$ cat config.mk
export PLATFORM = sky130hd
export DESIGN_NAME = ovs_byte_decoder
export DESIGN_NICKNAME = d
export VERILOG_FILES = /design/src/rtl/ovsd_pkg.sv /design/src/rtl/ovsd_slicer.sv /design/src/rtl/ovsd_window.sv /design/src/rtl/ovsd_seq.sv /design/src/rtl/ovs_byte_decoder.sv
export SDC_FILE = /design/constraint.sdc
export NUM_CORES = 1
export LEC_CHECK = 0
export ABC_AREA = 1
export BUFFER_PORTS_ARGS = -buffer_cell sky130_fd_sc_hd__buf_2
export CORE_MARGIN = 2
export CORE_UTILIZATION = 45
export DETAILED_ROUTE_END_ITERATION = 8
export GPL_TIMING_DRIVEN = 0
export PLACE_DENSITY = 0.71
export SYNTH_ARGS = -nofsm -noshare
export SYNTH_HDL_FRONTEND = slang
export SYNTH_HIERARCHICAL = 1
export SYNTH_SLANG_ARGS = --single-unit
$ cat constraint.sdc
create_clock -name clk -period 8.35 [get_ports clk]
set_clock_uncertainty 0.15 [all_clocks]
set_input_delay 1.67 -clock clk [delete_from_list [all_inputs] [get_ports clk]]
set_output_delay 1.67 -clock clk [all_outputs]
set_load 0.01 [all_outputs]
$ cat src/rtl/ovsd_pkg.sv
package ovsd_pkg;

   typedef enum logic [1:0] {
      ST_IDLE   = 2'd0,
      ST_SEARCH = 2'd1,
      ST_BITS   = 2'd2,
      ST_GAP    = 2'd3
   } ovsd_state_e;

   // Offset of the first voted sample of bit k, counted from the first
   // sample of the start window. Every LONG_EVERY-th spacing is one longer.
   function automatic int bit_start(input int k, input int lead,
                                    input int spacing, input int long_every);
      int acc;
      acc = lead;
      for (int j = 0; j <= k; j++) begin
         acc += spacing;
         if ((j % long_every) == (long_every - 1))
            acc += 1;
      end
      return acc;
   endfunction

endpackage

$ cat src/rtl/ovsd_slicer.sv
module ovsd_slicer #(
   parameter int RAW_W = 12,
   parameter int SHIFT = 3,
   localparam int LVL_W = RAW_W - SHIFT
) (
   input  logic [RAW_W-1:0] raw,
   input  logic [LVL_W-1:0] thr,
   output logic             hi
);

   logic [LVL_W-1:0] level;

   generate
      if (SHIFT > 0) begin : g_shift
         assign level = raw[RAW_W-1:SHIFT];
      end else begin : g_noshift
         assign level = raw;
      end
   endgenerate

   assign hi = (level > thr);

endmodule

$ cat src/rtl/ovsd_window.sv
module ovsd_window #(
   parameter int WIN   = 5,
   parameter int VOTE  = 3,
   parameter int CNT_W = 3
) (
   input  logic             clk,
   input  logic             rst_n,
   input  logic             shift_en,
   input  logic             hi_in,
   output logic [CNT_W-1:0] win_cnt,
   output logic [CNT_W-1:0] tail_cnt
);

   // hist[0] is the most recent stored flag
   logic [WIN-2:0] hist;
   logic [WIN-1:0] full;

   assign full = {hist, hi_in};

   always_comb begin
      win_cnt = '0;
      for (int i = 0; i < WIN; i++)
         win_cnt += CNT_W'(full[i]);
   end

   always_comb begin
      tail_cnt = '0;
      for (int i = 0; i < VOTE; i++)
         tail_cnt += CNT_W'(full[i]);
   end

   always_ff @(posedge clk or negedge rst_n) begin
      if (!rst_n)
         hist <= '0;
      else if (shift_en)
         hist <= full[WIN-2:0];
   end

endmodule

$ cat src/rtl/ovsd_seq.sv
module ovsd_seq #(
   parameter int WIN          = 5,
   parameter int WIN_MIN      = 4,
   parameter int VOTE         = 3,
   parameter int VOTE_MIN     = 2,
   parameter int SEARCH_LIMIT = 400,
   parameter int LEAD         = 7,
   parameter int BIT_SP       = 16,
   parameter int LONG_EVERY   = 3,
   parameter int GAP          = 50,
   parameter int NBYTES       = 2,
   parameter int ERR_STEP     = 8'h11,
   parameter bit INVERT       = 1'b1,
   parameter int IDX_W        = 1,
   parameter int CNT_W        = 3
) (
   input  logic             clk,
   input  logic             rst_n,
   input  logic             frame_start,
   input  logic             sample_en,
   input  logic [CNT_W-1:0] win_cnt,
   input  logic [CNT_W-1:0] tail_cnt,
   output logic             byte_valid,
   output logic [IDX_W-1:0] byte_idx,
   output logic [7:0]       byte_data,
   output logic             err_valid,
   output logic [7:0]       err_code
);
   import ovsd_pkg::*;

   localparam int NBITS   = 8;
   localparam int T_LAST  = bit_start(NBITS - 1, LEAD, BIT_SP, LONG_EVERY);
   localparam int GAP_END = T_LAST + GAP - 1;
   localparam int POS_W   = $clog2(GAP_END + 1);
   localparam int ADV_W   = $clog2(SEARCH_LIMIT + 1);
   localparam int FILL_W  = (WIN > 2) ? $clog2(WIN) : 1;

   ovsd_state_e        st;
   logic [POS_W-1:0]   pos;
   logic [ADV_W-1:0]   adv;
   logic [FILL_W-1:0]  fill;
   logic [2:0]         bitn;
   logic [IDX_W-1:0]   idx;
   logic [7:0]         asm_q;
   logic [7:0]         asm_nx;
   logic [POS_W-1:0]   pos_nx;
   logic [POS_W-1:0]   last_pos [NBITS];
   logic               vote_hi;
   logic               bit_val;
   logic               win_ok;
   logic               hit;

   // Position of the last voted sample for each bit
   generate
      for (genvar k = 0; k < NBITS; k++) begin : g_tab
         assign last_pos[k] = POS_W'(bit_start(k, LEAD, BIT_SP, LONG_EVERY) + VOTE - 1);
      end
   endgenerate

   assign vote_hi = (int'(tail_cnt) >= VOTE_MIN);
   assign win_ok  = (int'(win_cnt) >= WIN_MIN);

   generate
      if (INVERT) begin : g_inv
         assign bit_val = ~vote_hi;
      end else begin : g_true
         assign bit_val = vote_hi;
      end
   endgenerate

   assign pos_nx = pos + 1'b1;
   assign hit    = (pos_nx == last_pos[bitn]);

   always_comb begin
      asm_nx       = asm_q;
      asm_nx[bitn] = bit_val;
   end

   always_ff @(posedge clk or negedge rst_n) begin
      if (!rst_n) begin
         st         <= ST_IDLE;
         pos        <= '0;
         adv        <= '0;
         fill       <= '0;
         bitn       <= '0;
         idx        <= '0;
         asm_q      <= '0;
         byte_valid <= 1'b0;
         byte_idx   <= '0;
         byte_data  <= '0;
         err_valid  <= 1'b0;
         err_code   <= '0;
      end else begin
         byte_valid <= 1'b0;
         err_valid  <= 1'b0;
         if (frame_start) begin
            st   <= ST_SEARCH;
            fill <= '0;
            adv  <= '0;
            idx  <= '0;
         end else if (sample_en) begin
            unique case (st)
               ST_SEARCH: begin
                  if (int'(fill) != WIN - 1) begin
                     fill <= fill + 1'b1;
                  end else if (win_ok) begin
                     st    <= ST_BITS;
                     pos   <= POS_W'(WIN - 1);
                     bitn  <= '0;
                     asm_q <= '0;
                  end else if (int'(adv) != SEARCH_LIMIT) begin
                     adv <= adv + 1'b1;
                  end else begin
                     err_valid <= 1'b1;
                     err_code  <= 8'(ERR_STEP * (int'(idx) + 1));
                     st        <= ST_IDLE;
                  end
               end
               ST_BITS: begin
                  pos <= pos_nx;
                  if (hit) begin
                     asm_q <= asm_nx;
                     if (bitn == 3'(NBITS - 1)) begin
                        byte_valid <= 1'b1;
                        byte_data  <= asm_nx;
                        byte_idx   <= idx;
                        if (int'(idx) == NBYTES - 1) begin
                           st <= ST_IDLE;
                        end else begin
                           idx <= idx + 1'b1;
                           st  <= ST_GAP;
                        end
                     end else begin
                        bitn <= bitn + 1'b1;
                     end
                  end
               end
               ST_GAP: begin
                  pos <= pos_nx;
                  if (pos_nx == POS_W'(GAP_END)) begin
                     st   <= ST_SEARCH;
                     fill <= '0;
                     adv  <= '0;
                  end
               end
               default: ;
            endcase
         end
      end
   end

   // the byte strobe lasts a single cycle
   assert_byte_pulse_R8: assert property (@(posedge clk) disable iff (!rst_n)
      byte_valid |=> !byte_valid);

   // a byte and an error are never reported together
   assert_excl_R8: assert property (@(posedge clk) disable iff (!rst_n)
      !(byte_valid && err_valid));

   // the window advance count stays within the search limit
   assert_adv_limit_R3: assert property (@(posedge clk) disable iff (!rst_n)
      int'(adv) <= SEARCH_LIMIT);

   // every report follows an edge that took a valid sample
   assert_needs_sample_R10: assert property (@(posedge clk) disable iff (!rst_n)
      (byte_valid || err_valid) |-> $past(sample_en));

   // a restart cycle produces no report in the next cycle
   assert_restart_quiet_R9: assert property (@(posedge clk) disable iff (!rst_n)
      frame_start |=> (!byte_valid && !err_valid));

   // an error leaves the decoder idle
   assert_err_idle_R3: assert property (@(posedge clk) disable iff (!rst_n)
      err_valid |-> (st == ST_IDLE || $past(frame_start)));

endmodule

$ cat src/rtl/ovs_byte_decoder.sv
module ovs_byte_decoder #(
   parameter int RAW_W        = 12,
   parameter int SHIFT        = 3,
   parameter int WIN          = 5,
   parameter int WIN_MIN      = 4,
   parameter int VOTE         = 3,
   parameter int VOTE_MIN     = 2,
   parameter int SEARCH_LIMIT = 400,
   parameter int LEAD         = 7,
   parameter int BIT_SP       = 16,
   parameter int LONG_EVERY   = 3,
   parameter int GAP          = 50,
   parameter int NBYTES       = 2,
   parameter int ERR_STEP     = 8'h11,
   parameter bit INVERT       = 1'b1,
   localparam int LVL_W       = RAW_W - SHIFT,
   localparam int IDX_W       = (NBYTES > 1) ? $clog2(NBYTES) : 1
) (
   input  logic             clk,
   input  logic             rst_n,
   input  logic             frame_start,
   input  logic             smp_valid,
   input  logic [RAW_W-1:0] smp_data,
   input  logic [LVL_W-1:0] threshold,
   output logic             byte_valid,
   output logic [IDX_W-1:0] byte_idx,
   output logic [7:0]       byte_data,
   output logic             err_valid,
   output logic [7:0]       err_code
);

   localparam int CNT_W = $clog2(WIN + 1);

   generate
      if (SHIFT < 0 || SHIFT >= RAW_W) begin : g_bad_shift
         $error("SHIFT must leave at least one level bit");
      end
      if (WIN < 2 || WIN_MIN < 1 || WIN_MIN > WIN) begin : g_bad_win
         $error("window size or window threshold out of range");
      end
      if (VOTE < 1 || VOTE > WIN || VOTE_MIN < 1 || VOTE_MIN > VOTE) begin : g_bad_vote
         $error("bit vote size or vote threshold out of range");
      end
      if (GAP <= VOTE) begin : g_bad_gap
         $error("GAP must exceed the bit vote length");
      end
      if (BIT_SP < VOTE || LONG_EVERY < 1 || SEARCH_LIMIT < 1 || NBYTES < 1) begin : g_bad_misc
         $error("spacing, search limit or byte count out of range");
      end
      if (LEAD + BIT_SP < WIN) begin : g_bad_lead
         $error("first bit would overlap the start window");
      end
   endgenerate

   logic             sample_en;
   logic             hi;
   logic [CNT_W-1:0] win_cnt;
   logic [CNT_W-1:0] tail_cnt;

   assign sample_en = smp_valid & ~frame_start;

   ovsd_slicer #(
      .RAW_W (RAW_W),
      .SHIFT (SHIFT)
   ) u_slicer (
      .raw (smp_data),
      .thr (threshold),
      .hi  (hi)
   );

   ovsd_window #(
      .WIN   (WIN),
      .VOTE  (VOTE),
      .CNT_W (CNT_W)
   ) u_window (
      .clk      (clk),
      .rst_n    (rst_n),
      .shift_en (sample_en),
      .hi_in    (hi),
      .win_cnt  (win_cnt),
      .tail_cnt (tail_cnt)
   );

   ovsd_seq #(
      .WIN          (WIN),
      .WIN_MIN      (WIN_MIN),
      .VOTE         (VOTE),
      .VOTE_MIN     (VOTE_MIN),
      .SEARCH_LIMIT (SEARCH_LIMIT),
      .LEAD         (LEAD),
      .BIT_SP       (BIT_SP),
      .LONG_EVERY   (LONG_EVERY),
      .GAP          (GAP),
      .NBYTES       (NBYTES),
      .ERR_STEP     (ERR_STEP),
      .INVERT       (INVERT),
      .IDX_W        (IDX_W),
      .CNT_W        (CNT_W)
   ) u_seq (
      .clk         (clk),
      .rst_n       (rst_n),
      .frame_start (frame_start),
      .sample_en   (sample_en),
      .win_cnt     (win_cnt),
      .tail_cnt    (tail_cnt),
      .byte_valid  (byte_valid),
      .byte_idx    (byte_idx),
      .byte_data   (byte_data),
      .err_valid   (err_valid),
      .err_code    (err_code)
   );

endmodule

# --- After elaboration in Yosys (flattened, before gate mapping) ---
# Memory sizes are Yosys's and may differ from the RTL's.
# Index checks and enable logic that the tools add are counted.
totals:
  output_inout_bits: 19
  inputBits: 25
  rom_bits: 64
  mem_count: 1
  reg_bits: 57
  word_cells: 133
classes:
  multipliers: 1
  bitwise_logic: 7
  n_mux: 56
  reduce_logical: 19
  magnitude_cmp: 6
  n_eq_ne: 20
  add_sub_neg: 10
mem_list:
  columns: ["memory", "depth", "width", "rd", "rd_clocked_by_memory_dff", "write_ports", "line_no", "source"]
  rows:
  - ["(name not given)", 8, 8, 1, 0, 0, "ovsd_seq.sv:72", "assign hit = (pos_nx == last_pos[bitn]);"]
op_table:
  columns: ["cell", "count"]
  rows:
  - ["$mux W8", 7]
  - ["$mux W9", 6]
  - ["$mul A6 B32 Y8 const A", 1]
  - ["$pmux W8 S2", 2]
  - ["$mux W3", 8]
  - ["$mux W1", 18]
  - ["$mux W2", 9]
  - ["$pmux W9 S2", 1]
  - ["$reduce_and A6 Y1", 3]
  - ["$ne A3 B2 Y1 const B", 5]
  - ["$reduce_and A7 Y1", 2]
  - ["$pmux W3 S2", 2]
  - ["$reduce_bool A2 Y1", 6]
  - ["$reduce_and A5 Y1", 2]
  - ["$add A3 B1 Y3", 3]
  - ["$add A9 B1 Y9 const B", 1]
  - ["$gt A9 B9 Y1", 1]
  - ["$ne A3 B3 Y1 const B", 3]
  - ["$ne A9 B8 Y1 const B", 1]
  - ["$add A8 B1 Y8 const B", 1]
  - ["$bwmux W8", 1]
  - ["$eq A8 B8 Y1", 1]
  - ["$eq A8 B8 Y1 const B", 1]
  - ["$reduce_and A4 Y1", 2]
  - ["other kinds (24)", 32]

# --- Depth between registers and ports, before layout ---
depth:
  depth_word: 11
  mapped_depth: 22

# --- Cells and area by module ---
# Netlist, hierarchy kept.
by_module_without_submodules:
  columns: ["module", "instances", "seq_area_each_um2", "cells_each", "area_each_um2"]
  rows:
  - ["ovsd_seq", 1, 1176.1, 403, 3029.2]
  - ["ovsd_window", 1, 100.1, 28, 265.3]
  - ["ovsd_slicer", 1, 0.0, 46, 260.2]
  - ["ovs_byte_decoder", 1, 0.0, 2, 10.0]

# --- Worst setup path before layout ---
# OpenSTA, ideal clock, no wires.
synth_timing:
  path_kind: "in2reg"
  start: "in threshold[8]"
  end: "reg u_seq.bitn[0]"
  stages: 18
  required_ns: 8.082
  arrival_ns: 4.635
  slack_ns: 3.447
  cell_sequence: "inv_1 -> ha_1 -> nand2_1 -> nor2_2 -> nand3_1 -> nand2_1 -> nor2_1 -> nor2_1 -> inv_1 -> fa_1 -> inv_1 -> fa_1 -> fa_1 -> nor2_1 -> nor3_2 -> buf_2 -> nand4_1 -> nand2_1"
synth_via:
  elab_chain_cells: 8
synth_rtl:
  columns: ["element", "line_no", "source"]
  rows:
  - ["start: declaration", "ovs_byte_decoder.sv:24", "input logic [LVL_W-1:0] threshold,"]
  - ["$gt A9 B9 Y1", "ovsd_slicer.sv:21", "assign hi = (level > thr);"]
  - ["named net hi", "ovs_byte_decoder.sv:56", "logic hi;"]
  - ["$add A1 B1 Y2", null, null]
  - ["$add A3 B1 Y3", null, null]
  - ["named net tail_cnt[0]", "ovs_byte_decoder.sv:58", "logic [CNT_W-1:0] tail_cnt;"]
  - ["$add A3 B1 Y3 (2 in series)", "ovsd_window.sv:23", "win_cnt += CNT_W'(full[i]);"]
  - ["named net win_cnt[2]", "ovs_byte_decoder.sv:57", "logic [CNT_W-1:0] win_cnt;"]
  - ["$ge A3 B3 Y1", "ovsd_seq.sv:61", "assign win_ok = (int'(win_cnt) >= WIN_MIN);"]
  - ["$ne A2 B1 Y1 (no source line)", null, null]
  - ["$reduce_and A7 Y1 (no source line)", null, null]
  - ["end signal: assignment", "ovsd_seq.sv:134", "bitn <= bitn + 1'b1;"]
  - ["end: declaration", "ovsd_seq.sv:42", "logic [2:0] bitn;"]
# The timed path passes the listed nets, and every way through them passes these cells.
# A chain may end at the register's enable or synchronous reset.

# --- Final worst setup path ---
layout_timing:
  start: "in smp_data[11]"
  end: "reg u_seq.pos[0]"
layout_via:
  elab_chain_cells: 8
layout_rtl:
  columns: ["element", "line_no", "source"]
  rows:
  - ["start: declaration", "ovs_byte_decoder.sv:23", "input logic [RAW_W-1:0] smp_data,"]
  - ["$gt A9 B9 Y1", "ovsd_slicer.sv:21", null]
  - ["named net hi", "ovs_byte_decoder.sv:56", null]
  - ["$add A1 B1 Y2", null, null]
  - ["$add A3 B1 Y3", null, null]
  - ["named net tail_cnt[0]", "ovs_byte_decoder.sv:58", null]
  - ["$add A3 B1 Y3 (2 in series)", "ovsd_window.sv:23", null]
  - ["named net win_cnt[2]", "ovs_byte_decoder.sv:57", null]
  - ["$ge A3 B3 Y1", "ovsd_seq.sv:61", null]
  - ["$ne A2 B1 Y1 (no source line)", null, null]
  - ["$reduce_and A5 Y1 (no source line)", null, null]
  - ["end signal: assignment", "ovsd_seq.sv:108", "pos <= POS_W'(WIN - 1);"]
  - ["end signal: assignment", "ovsd_seq.sv:120", "pos <= pos_nx;"]
  - ["end signal: assignment", "ovsd_seq.sv:139", "pos <= pos_nx;"]
  - ["end: declaration", "ovsd_seq.sv:39", "logic [POS_W-1:0] pos;"]
# The timed path passes the listed nets, and every way through them passes these cells.

==> impl_metrics.toml <==
[run_status]
status = "finished clean"

[clocking]
h-tree-depth = 2
clock_latency_ns = 0.31
cts_made_buffers = 5
cts.root.buffer_cell = "clkbuf_8"
ctsResizeCount = 0
cts_hold_buffers = 0
clkSinkCount = 51
path_clk_slew_ns = 0.09
cts_tree = "built"
cts_buffer_depth = 2
cts_setup_buffers = 0

[synthesis]
synth_edf_count = 0
async_flop_share_pct = 100
yosysUniqueCellTypes = 36
netlist_area_um2 = 3560
synthCells = 479
synth_warnings = 6
ys_seq_elements = 51
netlist.top_cell.by_area = "dfrtp_1"
synth.area.top_cells = "dfrtp_1, nand2_1, ha_1"
synth_top_area_share_pct = 35.8
synth-main-ff-cell = "dfrtp_1"
ys_seq_area_share_pct = 35.8
syn_area_per_cell_um2 = 7.44

[setup_path]
reg2reg_slack_ns = 5.38
crit_path_end_kind = "flop"
critical_path_peak_fanout = 9
required_ns = 8.37
crit_path_start_kind = "input pin"
critPathLaunch = "smp_data[11]"
worst-setup-path-type = "in2reg"
rr_startpoint = "u_window/hist[0]"
critical_path_arrival_ns = 5.06

[global_routing]
grt_use_total_pct = 19.0
gr-total-overflow = 0
grt_max_degree = 52
antenna_found_initial = 0
grt_pass1_wl_mm = 13.5
grt_pass1_vias = 3148

[cells_and_area]
num-fill-cells = 789
layout_common_cells = "nand2_1, inv_1, dfrtp_1"
antennaDiodeCount = 0
layout-drive-gt1-share_pct = 18.8
final_nets = 579
layout_commonest_cell = "nand2_1"
syn2layout_area_growth_pct = 11.7

[route]
drt_iter0_drc = 126
viasPerCell = 5.00
dr_total_vias = 3140
drc_errors = 0
postRouteAntennaNets = 0
first_pass_iters = 4
wire_per_inst_um = 11.5
wirelength_mm = 7.25

[placement]
dp_hpwl_mm = 5.55
post-place-ws_ns = 2.97
io_buffers = 36
gp_congestion = 0.908

[sta]
post-route-period-util_pct = 60.4
timing_hold_violations_final = 0
tightest_slew_ns = 1.13
setup_viol = 0
rsz0062_at_grt = "no"
slew_violations = 0
slew_headroom_pct = 24.6
fmax_ghz = 0.198
worst_slack_ns = 3.31
period_needed_ns = 5.04
tns_ns = 0

[die]
dieArea_um2 = 8650
row_count = 32
pin_count = 44
start_util_pct = 46.4
die_x_um = 93
die_h_um = 93
core-area_um2 = 7690

[run]
maxCapViolations = 0

[power]
irDropWorstVdd_v = 0.000126
pwr_density_cell_nw_per_um2 = 208
p_leak_uw = 0.00213

[worst_hold_path]
hold_path.class = "reg2reg"
min-delay-start = "u_seq/asm_q[1]"
metal layers:
metal / up-vias / GRT usage [%] / share of wire [%]
met1: 1495 / 23.5 / 46
met2: 27 / 33.9 / 51
met4: 0 / 4.66 / 0.66
met5: - / 0 / 0
met3: 6 / 4.03 / 2.3
li1: 1612 / - / -
final timing paths:
kind,endpoint,depth (start not counted)
worst max-delay path,u_seq/pos[0],19
worst min-delay path,u_seq/asm_q[1],2
worst max register to register,u_seq/pos[0],11
worst min register to register,u_seq/asm_q[1],2
max in group asynchronous,u_seq/adv[5],1
min in group asynchronous,u_window/hist[2],1
layout make-up:
class                           count  area [um^2]  area share (%)
Inverter                           70          268            6.72
Multi-Input combinational cell    342         1910            48.0
Sequential cell                    51         1280            32.0
Buffer                             19          120            3.02
Clock buffer                        6         82.6            2.07
Timing Repair Buffer               36          180            4.52
Clock inverter                      2         16.3           0.408
Tap cell                          102          128            3.20
worst max-delay path, cell delays in order:
cell     delay [ns]
buf_2          0.10
ha_1           0.30
nand2_1        0.08
nor2_2         0.18
nand3_1        0.09
nand2_1        0.07
nor2_1         0.04
nor2_1         0.18
inv_1          0.09
fa_1           0.53
inv_1          0.05
fa_1           0.37
fa_1           0.42
nor2_1         0.32
nor4_4         0.14
o21ai_2        0.15
inv_2          0.11
nand2_1        0.06
o21ai_0        0.08
where the power goes:
| part | total [uW] | switching, uW | internal [uW] |
|---|---|---|---|
| clock | 154 | 86.3 | 67.8 |
| combinational | 345 | 222 | 123 |
| sequential | 329 | 40.8 | 288 |
stage by stage:
step           instance area, um^2  cells  utilization (%)  total power [uW]  hold slack, ns
6_report                      3980    628             51.8               828           0.333
5_1_grt                       3980    628             51.8               910           0.348
4_1_cts                       3980    628             51.8               838           0.337
3_5_place_dp                  3880    620             50.5               680           0.313
3_3_place_gp                  3880    620             50.5               666           0.303
2_1_floorplan                 3580    482                -               603           0.292
sequential cells by signal (all words and copies together), names as in the netlist:
register / flops
u_window/hist: 4
u_seq/asm_q: 8
u_seq/byte_idx: 1
u_seq/idx: 1
u_seq/adv: 9
u_seq/byte_valid: 1
u_seq/fill: 3
u_seq/byte_data: 8
u_seq/pos: 8
u_seq/err_valid: 1
u_seq/st: 2
u_seq/err_code: 2
u_seq/bitn: 3
synth_stat cells, types with 8 or more instances:
cell and instances:
a21oi_1 18, buf_2 9, dfrtp_1 51, ha_1 26, inv_1 61, inv_2 8
nand2_1 127, nand3_1 41, nand4_1 10, nor2_1 34, nor3_1 12, o21ai_0 8
o21ai_1 16
cell families after synthesis:
group / count (synthesis) / share of synthesized area, %
and+or+nand+nor: 251 / 33.0
buffers and inverters: 89 / 10.9
AOI/OAI and AO/OA: 55 / 8.71
DFF: 51 / 35.8
adders and majority gates: 29 / 10.8
xor gates and xnor gates: 3 / 0.737
other: 1 / 0.105
Power figures use the tool's default switching activity.
